`src/rtl/returnUnitPkg.sv`:
```
package returnUnitPkg;

  typedef struct packed {
    logic pop;
    logic push;
    logic captureShadow;
    logic restoreShadow;
    logic loadLiteral;
    logic setHigh;
    logic setLow;
  } retStrobeT;

  function automatic logic isIntReturn(input logic [15:0] word);
    return word[15:1] == 15'b0000_0000_0001_000;
  endfunction

  function automatic logic isLitReturn(input logic [15:0] word);
    return word[15:8] == 8'h0C;
  endfunction

endpackage

```
`src/rtl/returnCtrl.sv`:
```
module returnCtrl
  import returnUnitPkg::*;
(
  input  logic        clk,
  input  logic        rstN,
  input  logic        instrValid,
  input  logic [15:0] instrWord,
  input  logic        intEntry,
  input  logic        intEntryHigh,
  output retStrobeT   strobe,
  output logic        busy
);

  logic decInt;
  logic decLit;
  logic accept;
  logic busyQ;
  logic highActive;

  always_comb begin
    decInt = isIntReturn(instrWord);
    decLit = isLitReturn(instrWord);
    // entry has the stack port this cycle; a return offered now is dropped
    accept = instrValid && !busyQ && !intEntry && (decInt || decLit);

    strobe               = '0;
    strobe.push          = intEntry;
    strobe.captureShadow = intEntry;
    strobe.pop           = accept;
    strobe.loadLiteral   = accept && decLit;
    strobe.restoreShadow = accept && decInt && instrWord[0];
    strobe.setHigh       = accept && decInt && highActive;
    strobe.setLow        = accept && decInt && !highActive;
  end

  always_ff @(posedge clk or negedge rstN) begin
    if (!rstN) begin
      busyQ      <= 1'b0;
      highActive <= 1'b0;
    end else begin
      busyQ <= accept;
      if (intEntry && intEntryHigh) begin
        highActive <= 1'b1;
      end else if (strobe.setHigh) begin
        highActive <= 1'b0;
      end
    end
  end

  assign busy = busyQ;

endmodule

```
`src/rtl/returnDatapath.sv`:
```
module returnDatapath
  import returnUnitPkg::*;
#(
  parameter int PC_W     = 21,
  parameter int DEPTH    = 31,
  parameter int DATA_W   = 8,
  parameter int STATUS_W = 5,
  parameter int BSR_W    = 4,
  localparam int PTR_W   = $clog2(DEPTH + 1)
) (
  input  logic                clk,
  input  logic                rstN,
  input  retStrobeT           strobe,
  input  logic [DATA_W-1:0]   literal,
  input  logic [PC_W-1:0]     pushAddr,
  input  logic [DATA_W-1:0]   wCur,
  input  logic [STATUS_W-1:0] statusCur,
  input  logic [BSR_W-1:0]    bsrCur,
  output logic                pcLoad,
  output logic [PC_W-1:0]     pcValue,
  output logic                wLoad,
  output logic [DATA_W-1:0]   wValue,
  output logic                statusLoad,
  output logic [STATUS_W-1:0] statusValue,
  output logic                bsrLoad,
  output logic [BSR_W-1:0]    bsrValue,
  output logic                gieHighSet,
  output logic                gieLowSet,
  output logic [PTR_W-1:0]    stackDepth,
  output logic                stackOverflow,
  output logic                stackUnderflow
);

  localparam logic [PTR_W-1:0] FULL = PTR_W'(DEPTH);

  logic [PC_W-1:0]     entryQ [DEPTH];
  logic [PTR_W-1:0]    ptrQ;
  logic [PTR_W-1:0]    topIdx;
  logic                isFull;
  logic                isEmpty;
  logic [PC_W-1:0]     topAddr;
  logic [DATA_W-1:0]   shadowW;
  logic [STATUS_W-1:0] shadowStatus;
  logic [BSR_W-1:0]    shadowBsr;

  always_comb begin
    isFull  = (ptrQ == FULL);
    isEmpty = (ptrQ == '0);
    topIdx  = ptrQ - 1'b1;
    topAddr = '0;
    for (int i = 0; i < DEPTH; i++) begin
      if (topIdx == PTR_W'(i)) topAddr = entryQ[i];
    end
  end

  // one register per stack slot, written only when it is the next free slot
  for (genvar g = 0; g < DEPTH; g++) begin : gSlot
    always_ff @(posedge clk) begin
      if (strobe.push && !isFull && ptrQ == PTR_W'(g)) begin
        entryQ[g] <= pushAddr;
      end
    end
  end

  always_ff @(posedge clk or negedge rstN) begin
    if (!rstN) begin
      ptrQ           <= '0;
      stackOverflow  <= 1'b0;
      stackUnderflow <= 1'b0;
      pcLoad         <= 1'b0;
      pcValue        <= '0;
    end else begin
      pcLoad <= strobe.pop;
      if (strobe.push) begin
        if (isFull) stackOverflow <= 1'b1;
        else        ptrQ <= ptrQ + 1'b1;
      end else if (strobe.pop) begin
        if (isEmpty) begin
          pcValue        <= '0;
          stackUnderflow <= 1'b1;
        end else begin
          pcValue <= topAddr;
          ptrQ    <= topIdx;
        end
      end
    end
  end

  always_ff @(posedge clk or negedge rstN) begin
    if (!rstN) begin
      shadowW      <= '0;
      shadowStatus <= '0;
      shadowBsr    <= '0;
    end else if (strobe.captureShadow) begin
      shadowW      <= wCur;
      shadowStatus <= statusCur;
      shadowBsr    <= bsrCur;
    end
  end

  always_ff @(posedge clk or negedge rstN) begin
    if (!rstN) begin
      wLoad       <= 1'b0;
      wValue      <= '0;
      statusLoad  <= 1'b0;
      statusValue <= '0;
      bsrLoad     <= 1'b0;
      bsrValue    <= '0;
      gieHighSet  <= 1'b0;
      gieLowSet   <= 1'b0;
    end else begin
      wLoad      <= strobe.loadLiteral || strobe.restoreShadow;
      statusLoad <= strobe.restoreShadow;
      bsrLoad    <= strobe.restoreShadow;
      gieHighSet <= strobe.setHigh;
      gieLowSet  <= strobe.setLow;
      if (strobe.loadLiteral) begin
        wValue <= literal;
      end else if (strobe.restoreShadow) begin
        wValue <= shadowW;
      end
      if (strobe.restoreShadow) begin
        statusValue <= shadowStatus;
        bsrValue    <= shadowBsr;
      end
    end
  end

  assign stackDepth = ptrQ;

endmodule

```
`src/rtl/returnUnit.sv`:
```
module returnUnit
  import returnUnitPkg::*;
#(
  parameter int PC_W     = 21,
  parameter int DEPTH    = 31,
  parameter int STATUS_W = 5,
  parameter int BSR_W    = 4,
  localparam int PTR_W   = $clog2(DEPTH + 1)
) (
  input  logic                clk,
  input  logic                rstN,
  input  logic                instrValid,
  input  logic [15:0]         instrWord,
  input  logic                intEntry,
  input  logic                intEntryHigh,
  input  logic [PC_W-1:0]     intReturnAddr,
  input  logic [7:0]          wCur,
  input  logic [STATUS_W-1:0] statusCur,
  input  logic [BSR_W-1:0]    bsrCur,
  output logic                busy,
  output logic                pcLoad,
  output logic [PC_W-1:0]     pcValue,
  output logic                wLoad,
  output logic [7:0]          wValue,
  output logic                statusLoad,
  output logic [STATUS_W-1:0] statusValue,
  output logic                bsrLoad,
  output logic [BSR_W-1:0]    bsrValue,
  output logic                gieHighSet,
  output logic                gieLowSet,
  output logic [PTR_W-1:0]    stackDepth,
  output logic                stackOverflow,
  output logic                stackUnderflow
);

  retStrobeT strobe;

  returnCtrl u_ctrl (
    .clk          (clk),
    .rstN         (rstN),
    .instrValid   (instrValid),
    .instrWord    (instrWord),
    .intEntry     (intEntry),
    .intEntryHigh (intEntryHigh),
    .strobe       (strobe),
    .busy         (busy)
  );

  returnDatapath #(
    .PC_W     (PC_W),
    .DEPTH    (DEPTH),
    .DATA_W   (8),
    .STATUS_W (STATUS_W),
    .BSR_W    (BSR_W)
  ) u_dp (
    .clk            (clk),
    .rstN           (rstN),
    .strobe         (strobe),
    .literal        (instrWord[7:0]),
    .pushAddr       (intReturnAddr),
    .wCur           (wCur),
    .statusCur      (statusCur),
    .bsrCur         (bsrCur),
    .pcLoad         (pcLoad),
    .pcValue        (pcValue),
    .wLoad          (wLoad),
    .wValue         (wValue),
    .statusLoad     (statusLoad),
    .statusValue    (statusValue),
    .bsrLoad        (bsrLoad),
    .bsrValue       (bsrValue),
    .gieHighSet     (gieHighSet),
    .gieLowSet      (gieLowSet),
    .stackDepth     (stackDepth),
    .stackOverflow  (stackOverflow),
    .stackUnderflow (stackUnderflow)
  );

endmodule

```
`config.mk`:
```
export PLATFORM = sky130hd
export DESIGN_NAME = returnUnit
export DESIGN_NICKNAME = d
export VERILOG_FILES = /design/src/rtl/returnUnitPkg.sv /design/src/rtl/returnCtrl.sv /design/src/rtl/returnDatapath.sv /design/src/rtl/returnUnit.sv
export SDC_FILE = /design/constraint.sdc
export NUM_CORES = 1
export LEC_CHECK = 0
export ABC_AREA = 1
export BUFFER_PORTS_ARGS = -buffer_cell sky130_fd_sc_hd__buf_2
export CORE_MARGIN = 2
export CORE_UTILIZATION = 30
export CTS_BUF_LIST = sky130_fd_sc_hd__clkbuf_8
export DETAILED_ROUTE_END_ITERATION = 6
export HOLD_SLACK_MARGIN = 0.03
export PLACE_DENSITY = 0.56
export SLEW_MARGIN = 20
export SYNTH_ARGS = -nofsm -noshare
export SYNTH_HDL_FRONTEND = slang
export SYNTH_SLANG_ARGS = --single-unit
```
`constraint.sdc`:
```
create_clock -name clk -period 4.3 [get_ports clk]
set_clock_uncertainty 0.05 [all_clocks]
set_input_delay 0.86 -clock clk [delete_from_list [all_inputs] [get_ports clk]]
set_output_delay 0.86 -clock clk [all_outputs]
set_load 0.02 [all_outputs]
```
Word level (Yosys, flattened, before mapping):

Memory sizes are Yosys's and may differ from the RTL's.
Cells that the tools add are included.

* memories kept: 1
* memory bits (writable): 651
* register bits after elaboration: 68
* input port bits: 59
* word-level logic and storage cells: 363
* output and inout port bits: 52

* bitwise operators: 1
* add/sub/neg operators: 2
* eq/ne operators: 65
* muxes and demuxes: 192
* reduce and logical (&&, ||, !) cells: 86

Memory list
* u_dp.entryQ: depth 31, width 21, rd ports 31, clocked after memory_dff 0, write ports 1, line returnDatapath.sv:36 `logic [PC_W-1:0] entryQ [DEPTH];`

Operators with widths (number)
* $mux 21: 62
* $reduce_or 21->1: 30
* $mux 5: 34
* $eq 5x5->1 const B: 31
* $mux 1: 94
* $eq 5x4->1 const B: 16
* $logic_and 1x1->1: 41
* $eq 5x3->1 const B: 8
* $eq 5x2->1 const B: 4
* $mux 8: 2
* $eq 15x4->1 const B: 1
* $eq 5x1->1 const B: 2
* $logic_not 5->1: 2
* $eq 8x4->1 const B: 1
* $reduce_and 3->1: 2
* $reduce_bool 2->1: 3
* $add 5x1->5 const B: 1
* $sub 5x1->5 const B: 1
* $logic_not 1->1: 4
* $ne 2x2->1 const B: 2
* $reduce_and 2->1: 2
* $logic_or 1x1->1: 2
* $not 1->1: 1

Logic depth before layout (Yosys ltp):

* depth in word-level cells: 37
* mapped depth: 42

Cells and area by module:

Synthesis repeated with hierarchy kept, for this count alone.

* cell total of the unflattened synthesis: 2831
* area total of the unflattened synthesis: 30516.8 um^2

Modules (own cells, without submodules)
* returnDatapath: area each 30260.3 um^2, sequential area each 21225.4 um^2, cells an instance 2784, times used 1
* returnCtrl: area each 256.5 um^2, sequential area each 50.0 um^2, cells an instance 47, times used 1

Least setup slack after synthesis:

OpenSTA, ideal clock, no wires.

* path kind: reg-to-reg
* start point: register u_dp.ptrQ[0], in the netlist u_dp.stackDepth[0]
* end point: register u_dp.pcValue[6]
* period minus slack after synthesis: 3581 ps
* buffers on the path: 2
* setup time: 116 ps
* arrival time: 3415 ps
* slack: 719 ps
* cell stages (with the launch flop): 39
* cell sequence: dfrtp_1 -> inv_1 -> ha_1 -> xnor2_4 -> nand2_2 -> nor2_4 -> nand2_4 -> buf_6 -> buf_6 -> o211ai_2 -> nand2_1 -> o21ai_1 -> nand2_1 -> nand2_1 -> nand3_1 -> nand2_1 -> nand3_1 -> nand3_1 -> [... 3 more ...] -> nand3_1 -> nand2_1 -> nand2_1 -> nand2_1 -> nand2_1 -> nand3_1 -> nand2_1 -> nand3_1 -> nand3_1 -> nand3_1 -> nand2_1 -> nand3_1 -> nand3_1 -> nand2_1 -> nand2_1 -> nand2_1 -> nand2_1 -> nand2_1

* word-level cells in the longest chain between the ends: 34
* elaborated cells between the ends (all ways): 65
* those cells by class: add/sub (1); eq/ne (30); mux (32); reduce/logical (2)

Ends and longest elaborated chain
* start, declared: line returnDatapath.sv:37 `logic [PTR_W-1:0] ptrQ;`
* start signal, assigned: line returnDatapath.sv:76 `else ptrQ <= ptrQ + 1'b1;`
* start signal, assigned: line returnDatapath.sv:83 `ptrQ <= topIdx;`
* $sub 5x1->5: line returnDatapath.sv:49 `topIdx = ptrQ - 1'b1;`
* $logic_not 5->1: line returnDatapath.sv:52 `if (topIdx == PTR_W'(i)) topAddr = entryQ[i];`
* $mux 21 (31 in a row): line returnDatapath.sv:52
* $mux 21 (*): line returnDatapath.sv:78 `if (isEmpty) begin`
* end signal, assigned: line returnDatapath.sv:82 `pcValue <= topAddr;`
* end, declared: line returnDatapath.sv:20 `output logic [PC_W-1:0] pcValue,`

Mark *: on every way between the ends. The rest lies on a longest branch, timed or not.
A chain may end at the register's enable or synchronous reset.

Worst setup path in the final report:

* start point: register u_dp.ptrQ[1], in the netlist u_dp.stackDepth[1]
* end point: register u_dp.pcValue[8]

The elaborated chain is that of the path after synthesis.

==> flow_summary_export.csv <==
group,metric,value,unit
critical_path,crit_type,"register to register",
cts,cts_buffers,119,
critical_path,slowest_delay,0.37,ns
floorplan,dieArea,103700,um^2
timing,setup_violations,0,
pwr,p_sw_share,40.69,%
global_route,antenna_found_initial,11,
cts,cts_tree,"yes",
timing,rsz0062_at_grt,"true",
cts,htreeDepth,3,
cts,cts_max_path_buffers,3,
pwr,ir_worst_vdd,291.0,uV
logic_synthesis,ys.flop_type,"edfxtp_1",
placement,hpwl,48660,um
final_layout,finalNetCount,3109,
timing,fin_ws,0.04401,ns
critical_path,timing.critical_path.mode_cell,"nand3_1",
logic_synthesis,async_reset_ff_share,9.458,%
global_route,grt_pass1_vias,19640,
routing,wire_per_inst,17.44,um
timing,slew_violations,0,
pwr,internal_power,14.68,mW
logic_synthesis,synthCells,2769,
timing,setup_tns,0,ns
timing,post-route-min-period,4.256,ns
critical_path,arrival,4.83,ns
critical_path,slowest_stage,"dfrtp_1",
logic_synthesis,yosysSeqAreaShare,70.07,%
global_route,grt_pass1_wl,118100,um
floorplan,ioPinCount,111,
critical_path,cp.required,4.87,ns
cts,clock_sinks,719,
timing,slew_headroom,38.04,%
floorplan,die_w,322.0,um
critical_path,path_buf_inv,2,
logic_synthesis,synth-edff-count,651,
critical_path,cp_top_family,"simple AND/OR/NAND/NOR gates",
logic_synthesis,syn-cell-area,30330,um^2
floorplan,fp.coreArea,100100,um^2
logic_synthesis,synth_nets,2836,
timing,max_freq,0.2350,GHz
routing,dr.pass1.iters,4,
cts,clockRootBuffer,"clkbuf_8",
global_route,grt_overflow,0,
pwr,power.density,686.8,nW/um^2
critical_path,crit_path_max_fanout,10,
timing,fin_crit_sh,98.98,%
timing,hold_viol,0,
logic_synthesis,avgSynthCellArea,10.95,um^2
placement,port_buffers,110,
routing,routed_via_density,4.562,
routing,drc_errors,0,
global_route,gr-usage-all-layers,14.78,%
timing,tightest_slew,0.9272,ns
routing,drt_wl_total,77460,um
placement,gp_congestion,0.8347,
logic_synthesis,synthDistinctLibCells,41,
flow_run,drv_cap,0,
routing,drt_iter0_markers,1494,
cts,cts_hold_buffers,0,
run_status,outcome,"completed",
pwr,pwr-share-seq,33.1,%
pwr,power.total,24.75,mW
global_route,grt_start_max_net_pins,69,
placement,pre_cts_ws,-0.1985,ns
floorplan,rows,116,
routing,ant_nets,0,
logic_synthesis,yosysWarnings,0,
logic_synthesis,synth-seq-cells,719,
final_layout,area_delta_synth_final,18.80,%
pwr,clockPowerShare,22.3,%
pwr,leakagePower,14.39,nW
final_layout,drive_gt1_share,21.19,%
pwr,p_comb_share,44.6,%
floorplan,start_util,30.28,%
cts,clk_pin_slew,0.06,ns
cts,insertion_delay,0.72,ns
worst_hold_path,holdCritPathClass,"input port to async pin",
routing,vias,20260,
floorplan,die_h,322.0,um
critical_path,start_kind,"register",
pwr,switching_power,10.07,mW
critical_path,endpoint_kind,"register",
[sequential cells by signal, indices dropped and copies added (netlist names), 4 cells and up]
signal             flops
u_dp.wValue            8
u_dp.shadowBsr         4
u_dp.bsrValue          4
u_dp.stackDepth        5
u_dp.entryQ          651
u_dp.statusValue       5
u_dp.pcValue          21
u_dp.shadowStatus      5
u_dp.shadowW           8
[repair_timing]
item / 4_1_cts / 5_1_grt
setup endpoints to repair: 20 / 21
resized for setup: 30 / 83
pin swaps: 9 / 32
setup buffers: 6 / 8
[stage by stage]
step	instance area, um^2	hold slack, ns	instances	util [%]
CTS	35610	0.1959	4429	35.56
finish	36030	0.2228	4441	35.98
global route	36020	0.2673	4439	35.97
detailed placement	33270	0.4110	4205	33.22
floorplan	30330	0.3765	2769	-
global placement	33270	0.3883	4205	33.22
[synth_stat cells, types with 2 or more instances]
| library cell | count | area share, % |
|---|---|---|
| nand2_1 | 915 | 11 |
| edfxtp_1 | 651 | 64 |
| nand3_1 | 364 | 6.0 |
| inv_1 | 235 | 2.9 |
| nor2_1 | 108 | 1.3 |
| o21ai_0 | 99 | 1.6 |
| or2_2 | 92 | 1.9 |
| dfrtp_1 | 68 | 5.6 |
| clkbuf_1 | 64 | 0.79 |
| buf_2 | 49 | 0.81 |
| nand4_1 | 12 | 0.25 |
| o211ai_1 | 11 | 0.27 |
| o211ai_2 | 10 | 0.41 |
| o21ai_1 | 10 | 0.17 |
| buf_4 | 8 | 0.20 |
| ha_1 | 8 | 0.33 |
| clkinv_1 | 7 | 0.087 |
| nor2_2 | 6 | 0.12 |
| nor3_1 | 6 | 0.099 |
| or2_0 | 6 | 0.12 |
| buf_6 | 4 | 0.15 |
| or2_1 | 4 | 0.082 |
| inv_2 | 3 | 0.037 |
| nand2_2 | 3 | 0.062 |
| nor2_4 | 3 | 0.11 |
| nor4_1 | 3 | 0.062 |
| o21bai_1 | 3 | 0.074 |
| nand2_4 | 2 | 0.074 |
| nand3_2 | 2 | 0.066 |
| xor2_1 | 2 | 0.058 |
[routing by layer]
| metal | GRT usage, % | up-vias | part of all wire [%] |
|---|---|---|---|
| li1 | - | 9852 | - |
| met1 | 21.12 | 9752 | 48 |
| met2 | 22.67 | 519 | 44 |
| met3 | 2.880 | 120 | 6.0 |
| met4 | 4.424 | 16 | 2.0 |
| met5 | 0 | - | 0.13 |
[cell usage in the layout, fill, tap and decap left out, drive strengths merged, types with 8 or more instances in the layout]
cell type	n
or2	102
nand3	366
o21ai	109
buf	278
nand4	12
dfrtp	68
o211ai	21
clkbuf	123
nand2	920
clkinv	46
edfxtp	651
nor2	117
inv	288
ha	8
[path summary, 6_finish.rpt]
path                       depth (start not counted)  slack (ns)                              to                            from
setup / recovery                                  39        0.04     u_dp.pcValue[8]$_DFFE_PN0P_  u_dp.stackDepth[1]$_DFFE_PN0P_
hold / removal                                     1        0.22       u_dp.gieHighSet$_DFF_PN0_                            rstN
max in group asynchronous                          1        3.33  u_dp.stackDepth[3]$_DFFE_PN0P_                            rstN
hold reg to reg                                    1        0.42        u_dp.gieLowSet$_DFF_PN0_   u_ctrl.highActive$_DFFE_PN0P_
setup reg to reg                                  39        0.04     u_dp.pcValue[8]$_DFFE_PN0P_  u_dp.stackDepth[1]$_DFFE_PN0P_
min in group clk                                   3        0.31     u_dp.shadowW[3]$_DFFE_PN0P_                         wCur[3]
[cell families after synthesis]
family,count (synthesis),share of synthesized area [%]
buf+inv,372,5.012
xor+xnor,5,0.2682
compound gates,138,2.682
flops,719,70.07
simple gates,1527,21.64
fa+ha+maj,8,0.3300
[power groups by stage]
stage          combinational, mW  sequential (mW)  clock [mW]
2_1_floorplan               6.30             8.38           0
3_3_place_gp                10.3             8.32           0
3_5_place_dp                10.3             8.33           0
4_1_cts                     10.6             8.19        5.69
5_1_grt                     12.4             8.22        5.99
6_report                    11.0             8.19        5.53
[area by class of cell]
| cell class | count | area (um^2) |
|---|---|---|
| Fill cell | 9932 | 64120 |
| Multi-Input combinational cell | 1678 | 8054 |
| Antenna cell | 4 | 10.01 |
| Clock inverter | 95 | 476.7 |
| Sequential cell | 719 | 21250 |
| Tap cell | 1298 | 1624 |
| Timing Repair Buffer | 278 | 1982 |
| Inverter | 246 | 937.1 |
| Clock buffer | 123 | 1693 |
No activity file was read; power rests on OpenSTA's default activity.
